### src/rtl/svs_pkg.sv
package svs_pkg;

  typedef enum logic [1:0] {
    PICK_Z = 2'd0,
    PICK_A = 2'd1,
    PICK_B = 2'd2
  } pick_e;

  function automatic logic sector_ok(input logic [2:0] s);
    return (s >= 3'd1) && (s <= 3'd6);
  endfunction

endpackage

### src/rtl/svs_sector_map.sv
module svs_sector_map #(
  parameter int LW = 3
) (
  input  logic [2:0]           sector_i,
  input  logic signed [LW-1:0] su_i,
  input  logic signed [LW-1:0] sv_i,
  input  logic signed [LW-1:0] sw_i,
  output logic signed [LW-1:0] mu_o,
  output logic signed [LW-1:0] mv_o,
  output logic signed [LW-1:0] mw_o
);

  always_comb begin
    case (sector_i)
      3'd2: begin mu_o = -sv_i; mv_o = -sw_i; mw_o = -su_i; end
      3'd3: begin mu_o =  sw_i; mv_o =  su_i; mw_o =  sv_i; end
      3'd4: begin mu_o = -su_i; mv_o = -sv_i; mw_o = -sw_i; end
      3'd5: begin mu_o =  sv_i; mv_o =  sw_i; mw_o =  su_i; end
      3'd6: begin mu_o = -sw_i; mv_o = -su_i; mw_o = -sv_i; end
      default: begin mu_o = su_i; mv_o = sv_i; mw_o = sw_i; end
    endcase
  end

endmodule

### src/rtl/svs_seg_plan.sv
module svs_seg_plan #(
  parameter int TW     = 6,
  parameter int TS_CYC = 40
) (
  input  logic [TW-1:0]      t0_i,
  input  logic [TW-1:0]      t1_i,
  input  logic [TW-1:0]      t2_i,
  input  logic               swap_i,
  output logic [5:0][TW-1:0] bnd_o
);

  logic [TW-1:0] edge_len;
  logic [TW-1:0] half_a;
  logic [TW-1:0] half_b;

  always_comb begin
    edge_len = t0_i >> 2;
    half_a   = swap_i ? (t2_i >> 1) : (t1_i >> 1);
    half_b   = swap_i ? (t1_i >> 1) : (t2_i >> 1);
    bnd_o[0] = edge_len;
    bnd_o[1] = bnd_o[0] + half_a;
    bnd_o[2] = bnd_o[1] + half_b;
    // centre segment takes every remainder and the unused time
    bnd_o[3] = TW'(TS_CYC) - bnd_o[2];
    bnd_o[4] = bnd_o[3] + half_b;
    bnd_o[5] = bnd_o[4] + half_a;
  end

endmodule

### src/rtl/svs_seg_select.sv
module svs_seg_select
  import svs_pkg::*;
#(
  parameter int TW = 6
) (
  input  logic [TW-1:0]      pos_i,
  input  logic [5:0][TW-1:0] bnd_i,
  output pick_e              pick_o
);

  logic [5:0] past_bnd;

  for (genvar k = 0; k < 6; k++) begin : g_cmp
    assign past_bnd[k] = (pos_i >= bnd_i[k]);
  end

  // boundaries never decrease, so past_bnd is a thermometer code
  always_comb begin
    case ($countones(past_bnd))
      1:       pick_o = PICK_A;
      2:       pick_o = PICK_B;
      4:       pick_o = PICK_B;
      5:       pick_o = PICK_A;
      default: pick_o = PICK_Z;
    endcase
  end

endmodule

### src/rtl/svs_sequencer.sv
module svs_sequencer
  import svs_pkg::*;
#(
  parameter int  LEVELS = 7,
  parameter int  TS_CYC = 40,
  localparam int LW     = $clog2((LEVELS - 1) / 2 + 1) + 1,
  localparam int TW     = $clog2(TS_CYC + 1)
) (
  input  logic                 clk,
  input  logic                 rst_n,
  input  logic [2:0]           sector_i,
  input  logic signed [LW-1:0] vz_u_i,
  input  logic signed [LW-1:0] vz_v_i,
  input  logic signed [LW-1:0] vz_w_i,
  input  logic signed [LW-1:0] v1_u_i,
  input  logic signed [LW-1:0] v1_v_i,
  input  logic signed [LW-1:0] v1_w_i,
  input  logic signed [LW-1:0] v2_u_i,
  input  logic signed [LW-1:0] v2_v_i,
  input  logic signed [LW-1:0] v2_w_i,
  input  logic [TW-1:0]        t0_i,
  input  logic [TW-1:0]        t1_i,
  input  logic [TW-1:0]        t2_i,
  output logic signed [LW-1:0] lvl_u_o,
  output logic signed [LW-1:0] lvl_v_o,
  output logic signed [LW-1:0] lvl_w_o,
  output logic                 period_start_o,
  output logic                 dwell_err_o
);

  localparam int SW = TW + 2;

  // ---------------- input side: map and plan ----------------
  logic signed [LW-1:0] in_st  [3][3];
  logic signed [LW-1:0] map_st [3][3];

  assign in_st[0][0] = vz_u_i;
  assign in_st[0][1] = vz_v_i;
  assign in_st[0][2] = vz_w_i;
  assign in_st[1][0] = v1_u_i;
  assign in_st[1][1] = v1_v_i;
  assign in_st[1][2] = v1_w_i;
  assign in_st[2][0] = v2_u_i;
  assign in_st[2][1] = v2_v_i;
  assign in_st[2][2] = v2_w_i;

  for (genvar k = 0; k < 3; k++) begin : g_map
    svs_sector_map #(.LW(LW)) u_map (
      .sector_i (sector_i),
      .su_i     (in_st[k][0]),
      .sv_i     (in_st[k][1]),
      .sw_i     (in_st[k][2]),
      .mu_o     (map_st[k][0]),
      .mv_o     (map_st[k][1]),
      .mw_o     (map_st[k][2])
    );
  end

  logic              even_in;
  logic [5:0][TW-1:0] bnd_in;
  logic [SW-1:0]     dwell_sum;
  logic              bad_in;

  assign even_in = ~sector_i[0];

  svs_seg_plan #(.TW(TW), .TS_CYC(TS_CYC)) u_plan (
    .t0_i   (t0_i),
    .t1_i   (t1_i),
    .t2_i   (t2_i),
    .swap_i (even_in),
    .bnd_o  (bnd_in)
  );

  assign dwell_sum = SW'(t0_i) + SW'(t1_i) + SW'(t2_i);
  assign bad_in    = (dwell_sum > SW'(TS_CYC)) || !sector_ok(sector_i);

  // ---------------- state ----------------
  logic [TW-1:0]        pos_q, pos_d;
  logic                 err_q, err_d;
  logic [5:0][TW-1:0]   shd_bnd_q, shd_bnd_d;
  logic signed [LW-1:0] shd_z_q [3];
  logic signed [LW-1:0] shd_a_q [3];
  logic signed [LW-1:0] shd_b_q [3];
  logic signed [LW-1:0] shd_z_d [3];
  logic signed [LW-1:0] shd_a_d [3];
  logic signed [LW-1:0] shd_b_d [3];
  logic signed [LW-1:0] hold_q  [3];
  logic signed [LW-1:0] hold_d  [3];
  logic signed [LW-1:0] live    [3];
  logic signed [LW-1:0] lvl     [3];

  logic  boundary;
  logic  shd_en;
  pick_e pick;

  assign boundary = (pos_q == TW'(TS_CYC - 1));
  assign shd_en   = boundary & ~bad_in;

  svs_seg_select #(.TW(TW)) u_sel (
    .pos_i  (pos_q),
    .bnd_i  (shd_bnd_q),
    .pick_o (pick)
  );

  // ---------------- next state ----------------
  always_comb begin
    pos_d     = boundary ? '0 : pos_q + TW'(1);
    err_d     = boundary ? bad_in : err_q;
    shd_bnd_d = bnd_in;
    for (int p = 0; p < 3; p++) begin
      shd_z_d[p] = map_st[0][p];
      shd_a_d[p] = even_in ? map_st[2][p] : map_st[1][p];
      shd_b_d[p] = even_in ? map_st[1][p] : map_st[2][p];
    end
  end

  always_comb begin
    for (int p = 0; p < 3; p++) begin
      case (pick)
        PICK_A:  live[p] = shd_a_q[p];
        PICK_B:  live[p] = shd_b_q[p];
        default: live[p] = shd_z_q[p];
      endcase
      lvl[p]    = err_q ? hold_q[p] : live[p];
      hold_d[p] = lvl[p];
    end
  end

  // ---------------- registers ----------------
  always_ff @(posedge clk or negedge rst_n) begin
    if (!rst_n) begin
      pos_q <= TW'(TS_CYC - 1);
      err_q <= 1'b0;
    end else begin
      pos_q <= pos_d;
      err_q <= err_d;
    end
  end

  always_ff @(posedge clk or negedge rst_n) begin
    if (!rst_n) begin
      shd_bnd_q <= '0;
      for (int p = 0; p < 3; p++) begin
        shd_z_q[p] <= '0;
        shd_a_q[p] <= '0;
        shd_b_q[p] <= '0;
      end
    end else if (shd_en) begin
      shd_bnd_q <= shd_bnd_d;
      for (int p = 0; p < 3; p++) begin
        shd_z_q[p] <= shd_z_d[p];
        shd_a_q[p] <= shd_a_d[p];
        shd_b_q[p] <= shd_b_d[p];
      end
    end
  end

  always_ff @(posedge clk or negedge rst_n) begin
    if (!rst_n) begin
      for (int p = 0; p < 3; p++) hold_q[p] <= '0;
    end else if (!err_q) begin
      for (int p = 0; p < 3; p++) hold_q[p] <= hold_d[p];
    end
  end

  // ---------------- outputs ----------------
  assign lvl_u_o        = lvl[0];
  assign lvl_v_o        = lvl[1];
  assign lvl_w_o        = lvl[2];
  assign period_start_o = (pos_q == '0);
  assign dwell_err_o    = err_q;

endmodule

### config.mk
export PLATFORM = sky130hd
export DESIGN_NAME = svs_sequencer
export DESIGN_NICKNAME = d
export VERILOG_FILES = /design/src/rtl/svs_pkg.sv /design/src/rtl/svs_sector_map.sv /design/src/rtl/svs_seg_plan.sv /design/src/rtl/svs_seg_select.sv /design/src/rtl/svs_sequencer.sv
export SDC_FILE = /design/constraint.sdc
export NUM_CORES = 1
export LEC_CHECK = 0
export BUFFER_PORTS_ARGS = -buffer_cell sky130_fd_sc_hd__buf_2
export CAP_MARGIN = 20
export CORE_ASPECT_RATIO = 1.2
export CORE_UTILIZATION = 45
export CTS_CLUSTER_SIZE = 20
export DETAILED_ROUTE_END_ITERATION = 16
export PLACE_DENSITY = 0.71
export REMOVE_ABC_BUFFERS = 1
export SLEW_MARGIN = 20
export SYNTH_ARGS = -nofsm -noshare
export SYNTH_HDL_FRONTEND = slang
export SYNTH_SLANG_ARGS = --single-unit
### constraint.sdc
create_clock -name clk -period 7.1 [get_ports clk]
set_input_delay 1.42 -clock clk [delete_from_list [all_inputs] [get_ports clk]]
set_output_delay 1.42 -clock clk [all_outputs]
set_load 0.03 [all_outputs]
==> results of run 1 <==
-- logic make-up (layout without fill, tap and decap cells) --
group	Yosys count	after routing
AOI/OAI and AO/OA	285	285
muxes	35	35
DFF	75	75
adders and majority gates	89	89
buffers and inverters	126	159
and+or+nand+nor	201	201
xor gates and xnor gates	34	34
-- final cells by class --
| cell class | instances | area, µm² |
|---|---|---|
| Multi-Input combinational cell | 644 | 4550 |
| Inverter | 76 | 285 |
| Clock buffer | 9 | 225 |
| Sequential cell | 75 | 1880 |
| Clock inverter | 7 | 81.3 |
| Tap cell | 204 | 255 |
| Fill cell | 1456 | 7390 |
| Timing Repair Buffer | 67 | 355 |
-- registers in the layout, indices dropped and copies added (netlist names) --
register,flops
shd_bnd_q,32
hold_q,9
shd_a_q,9
shd_b_q,9
shd_z_q,9
pos_q,6
dwell_err_o,1
-- placed cells by master, fill, tap and decap left out, types with 7 or more instances in the layout --
cell       instances
nand2_1          103
o21ai_0           96
ha_1              76
inv_1             74
dfrtp_1           71
a21oi_1           60
buf_2             59
nor2_1            42
a21o_1            22
mux2i_1           21
xnor2_1           20
o21ai_1           19
nand2b_1          16
xor2_1            13
o22ai_1           13
fa_1              13
mux2_2            12
a22oi_1           12
nor2b_1           11
nand3_1            9
clkbuf_16          9
buf_4              8
a31oi_1            7
-- power by group --
group / leakage (µW) / internal [µW] / switching, µW / total [µW]
registers: 0.000914 / 520 / 52.2 / 572
clock network: 0.000153 / 279 / 200 / 479
logic: 0.00262 / 406 / 586 / 992
-- path summary, 6_finish.rpt --
| check | from | endpoint | slack (ns) | depth (start not counted) |
|---|---|---|---|---|
| min | hold_q[1] | hold_q[1] | 0.47 | 2 |
| max reg2reg | pos_q[0] | hold_q[4] | 2.59 | 22 |
| min in group asynchronous | rst_n | shd_bnd_q[30] | 1.23 | 1 |
| max | pos_q[0] | lvl_u_o[1] | 0.74 | 22 |
| min reg2reg | hold_q[1] | hold_q[1] | 0.47 | 2 |
| max in group asynchronous | rst_n | hold_q[6] | 5.24 | 1 |
-- worst register-to-register path, cell delays in order (launching register included) --
cell	delay [ns]
dfstp_2	0.56
inv_1	0.12
ha_1	0.30
nand2b_1	0.16
a21o_1	0.18
a21o_1	0.16
a21oi_1	0.18
nor2b_1	0.06
o21ai_0	0.14
nand2b_1	0.08
ha_1	0.18
inv_1	0.08
fa_1	0.42
inv_1	0.08
ha_1	0.14
inv_1	0.04
ha_1	0.28
mux2i_1	0.13
nor2_1	0.07
ha_1	0.60
nor2_1	0.10
a21oi_1	0.20
o21ai_0	0.11
-- metrics by stage --
step | cells | utilization
4_1_cts | 1082 | 0.508
5_1_grt | 1082 | 0.508
6_report | 1082 | 0.508
2_1_floorplan | 795 | -
3_5_place_dp | 1066 | 0.488
3_3_place_gp | 1066 | 0.488
-- layer usage --
| layer | global-route usage | up-vias | share of wire |
|---|---|---|---|
| met1 | 0.282 | 2875 | 0.43 |
| met2 | 0.388 | 156 | 0.50 |
| li1 | - | 3027 | - |
| met3 | 0.0311 | 30 | 0.042 |
| met5 | 0 | - | 0.00076 |
| met4 | 0.0793 | 2 | 0.028 |
==> qor.csv, run 1 <==
metric;value;unit
post-route setup TNS;0;ns
Area growth, synth to finish;9.69;%
die height;138;µm
Async SR Flop Fraction;1.00;
Max-Slew Margin vs Limit;0.303;
Tmin final;6.36;ns
hpwl dp;12.6;mm
WS Path Type;flop to output pin;
Critical Path End Type;output pin;
period utilisation layout;0.896;
Cells after Synth;845;
Peak VDD IR;136;µV
Die Span X;116;µm
routed length per instance;15.8;µm
vias per cell;5.63;
PwrDens;268;nW/µm²
Placed Area;7330;µm²
buffer and inverter count on the worst path;5;
drt pass-1 iters;5;
CTS buffer count;9;
total grt overflow;0;
largest area contributor in the netlist;dfrtp_1;
mux cell area share after synthesis;0.0561;
initial core utilization;0.463;
final setup fails;0;
Mapped Area;6960;µm²
slew of the pin with the lowest slew margin;1.04;ns
area share of fa/ha/maj cells after synthesis;0.174;
Crit path max-delay family;adder cells;
Core Box Area;15000;µm²
Synth area leaders;dfrtp_1 (26%), ha_1 (14%), o21ai_0 (6.9%);
io pins;61;
Final Cell Area;7630;µm²
n_diodes;0;
commonest cells in the netlist;nand2_1 (103), o21ai_0 (96), ha_1 (76);
drt drc;0;
initial antenna violation count;1;
HP Class;flop to flop;
share of cells above drive strength 1;0.124;
CTS tree;built;
clock root buffer;clkbuf_16;
complex-gate fraction of the synthesized area;0.251;
Crit-path slowest cell;ha_1;
post-synth top area share;0.255;
pre-CTS setup slack;1.10;ns
Fmax;0.157;GHz
Max Cap Violations;0;
crit path cell chain;inv_1 -> ha_1 -> nand2b_1 -> a21o_1 -> a21o_1 -> a21oi_1 -> nor2b_1 -> o21ai_0 -> nand2b_1 -> ha_1 -> inv_1 -> fa_1 -> inv_1 -> ha_1 -> inv_1 -> ha_1 -> mux2i_1 -> nor2_1 -> ha_1 -> a21oi_1 -> o21ai_0 -> buf_2;
Critical Path Start Type;flop;
Worst Path Max Fanout;18;
status;finished clean;
WP data arrival;4.94;ns
Post-Synth Simple-Gate Area;0.128;
H-Tree Depth;3;
clk_skew;0.00846;ns
Synthesis Warnings;0;
GP Congestion;0.861;
# clock sinks;75;
worst skew pair latency;0.34;ns
final net count;1012;
Critical Path RT;5.68;ns
top-count cell post-synth;nand2_1;
count of final hold-check violations;0;
CTS Hold Bufs;0;
drt total wl;17.1;mm
GRT Resource Usage Total;0.224;
Mapped Avg Cell Area;8.24;µm²
Top FF cell, synth;dfrtp_1;
setup ws final;0.735;ns
total power;2040;µW
first-pass GRT wire length;28.4;mm
postcts setup bufs;0;
RSZ-0062 raised after global routing;no;
Antenna Violating Nets Remaining;0;
number of synthesized register bits;75;
area of the die;16000;µm²
row count;49;
clk buf depth;2;
1st-iter DRT viols;360;
Synth cell types;62;
P_leak;0.00369;µW
number of global-route vias before repair;5897;
Buffers on Ports;60;
CP max stage delay;0.60;ns
PostCTS Resize Cnt;0;
Slew Viols, Final;0;
sequential area share after synthesis;0.270;
Worst-path clk slew;0.06;ns
CP most frequent cell;ha_1;
combinational family with the most area after synthesis;compound AO/OA/AOI/OAI gates;
Final Hold Slack;0.474;ns
largest net degree at the start of global routing;76;
Post-synth EDFFs;0;
xor and xnor area share after synthesis;0.0448;
Via Count;6090;
(Power assumes the default switching activity.)
==> run 2: changes to the inputs <==
--- a/config.mk
+++ b/config.mk
@@ -7,11 +7,13 @@
 export LEC_CHECK = 0
 export BUFFER_PORTS_ARGS = -buffer_cell sky130_fd_sc_hd__buf_2
 export CAP_MARGIN = 20
+export CELL_PAD_IN_SITES_DETAIL_PLACEMENT = 1
+export CELL_PAD_IN_SITES_GLOBAL_PLACEMENT = 1
 export CORE_ASPECT_RATIO = 1.2
 export CORE_UTILIZATION = 45
 export CTS_CLUSTER_SIZE = 20
 export DETAILED_ROUTE_END_ITERATION = 16
-export PLACE_DENSITY = 0.71
+export PLACE_DENSITY = 0.88
 export REMOVE_ABC_BUFFERS = 1
 export SLEW_MARGIN = 20
 export SYNTH_ARGS = -nofsm -noshare
==> qor.csv, run 2 (synthesis results as in run 1) <==
metric;value;unit
Final Cell Area;7650;µm²
GP Congestion;0.886;
clock root buffer;clkbuf_16;
row count;49;
Crit-path slowest cell;ha_1;
setup ws final;0.499;ns
Critical Path Start Type;flop;
Reg2Reg Launch Point;pos_q[0];
hpwl dp;15.3;mm
Antenna Violating Nets Remaining;0;
total grt overflow;0;
Max Cap Violations;0;
Die Span X;116;µm
n_diodes;0;
hold depth;2;
most common cell after layout, fill and taps aside;nand2_1;
final net count;1013;
HP Class;flop to flop;
drt drc;0;
routed length per instance;19.4;µm
largest net degree at the start of global routing;76;
status;finished clean;
Worst Path Max Fanout;18;
Core Box Area;15000;µm²
CTS Hold Bufs;0;
clk_skew;0.00661;ns
count of final hold-check violations;0;
post-route setup TNS;0;ns
period utilisation layout;0.930;
CTS tree;built;
final cell count without fillers;1083;
Critical Path RT;5.68;ns
area of the die;16000;µm²
Worst-path clk slew;0.06;ns
Via Count;6358;
Buffers on Ports;60;
drt pass-1 iters;5;
Largest register FFs;32;
initial core utilization;0.463;
Area growth, synth to finish;9.91;%
Peak VDD IR;175;µV
Fmax;0.151;GHz
final setup fails;0;
Critical Path Source;pos_q[0];
share of cells above drive strength 1;0.125;
1st-iter DRT viols;312;
# clock sinks;75;
vias per cell;5.87;
drt total wl;21.0;mm
CP most frequent cell;ha_1;
GRT Resource Usage Total;0.276;
CP max stage delay;0.65;ns
number of global-route vias before repair;6742;
final core occ;0.509;
Placed Area;7330;µm²
fill count;1862;
H-Tree Depth;3;
Biggest register;shd_bnd_q;
RSZ-0062 raised after global routing;no;
die height;138;µm
PostCTS Resize Cnt;0;
pre-CTS setup slack;0.935;ns
postcts setup bufs;0;
Critical Path End Type;output pin;
Tmin final;6.60;ns
worst skew pair latency;0.34;ns
Slew Viols, Final;0;
DP Cell Count;1067;
PwrDens;277;nW/µm²
initial antenna violation count;0;
min-delay src;hold_q[1];
WS Path Type;flop to output pin;
FF-to-FF path depth;20;
CTS buffer count;9;
WP data arrival;5.18;ns
clk buf depth;2;
first-pass GRT wire length;34.0;mm
slew of the pin with the lowest slew margin;0.996;ns
Max-Slew Margin vs Limit;0.336;
P_leak;0.00370;µW
commonest non-fill, non-tap cells in the layout;nand2_1 (103), o21ai_0 (96), ha_1 (76), inv_1 (74), dfrtp_1 (71);
io pins;61;
crit path cell chain;inv_1 -> ha_1 -> nand2b_1 -> a21o_1 -> a21o_1 -> a21oi_1 -> nor2b_1 -> o21ai_0 -> nand2b_1 -> ha_1 -> fa_1 -> ha_1 -> inv_1 -> ha_1 -> mux2i_1 -> nor2_1 -> ha_1 -> a21oi_1 -> o21ai_0 -> buf_2;
run 2: cell count changes in the layout (fill, tap and decap cells not counted), sizes merged:
cell / delta
buf: +1
clkbuf: +3
clkinvlp: +1
inv: -4
run 2: report_power, final:
part	switching (µW)	leakage (µW)	internal [µW]
sequential	53.3	0.000914	521
clock	182	0.000155	300
combinational	653	0.00263	413
run 2: worst paths after layout:
| path | endpoint | slack [ns] |
|---|---|---|
| worst max-delay path | lvl_v_o[1] | 0.50 |
| worst min-delay path | hold_q[1] | 0.47 |
| worst max register to register | hold_q[8] | 2.38 |
| worst min register to register | hold_q[1] | 0.47 |
| max in group asynchronous | shd_z_q[3] | 5.25 |
| min in group asynchronous | shd_bnd_q[6] | 1.22 |
run 2: layer usage:
layer  track usage  share of wire  vias up
li1              -              -     3019
met1         0.306           0.39     3134
met2         0.502           0.53      150
met3        0.0368          0.029       55
met4         0.140          0.046        0
met5             0              0        -
run 2: stage by stage:
stage | hold slack [ns] | power, µW
finish | 0.474 | 2120
global route | 0.506 | 2260
CTS | 0.483 | 2130
detailed placement | 0.468 | 1620
global placement | 0.451 | 1560
floorplan | 0.439 | 1300
run 2: critical path: cells and delay by family (launching register included):
kind	cells	cell delay (ns)
adder cells (fa/ha/maj)	6	2.16
AND/OR/NAND/NOR	4	0.40
flip-flops	1	0.56
AO/OA/AOI/OAI	6	1.12
buffers and inverters	3	0.45
multiplexers	1	0.13
run 2: final cells by class:
| class | count | area [µm²] | share of cell area |
|---|---|---|---|
| repair buffers | 68 | 363 | 0.0474 |
| flip-flops and latches | 75 | 1880 | 0.246 |
| well taps | 204 | 255 | 0.0334 |
| inverters | 76 | 285 | 0.0373 |
| multi-input cells | 644 | 4550 | 0.595 |
| clock inverters | 4 | 47.5 | 0.00622 |
| clock buffers | 12 | 267 | 0.0348 |
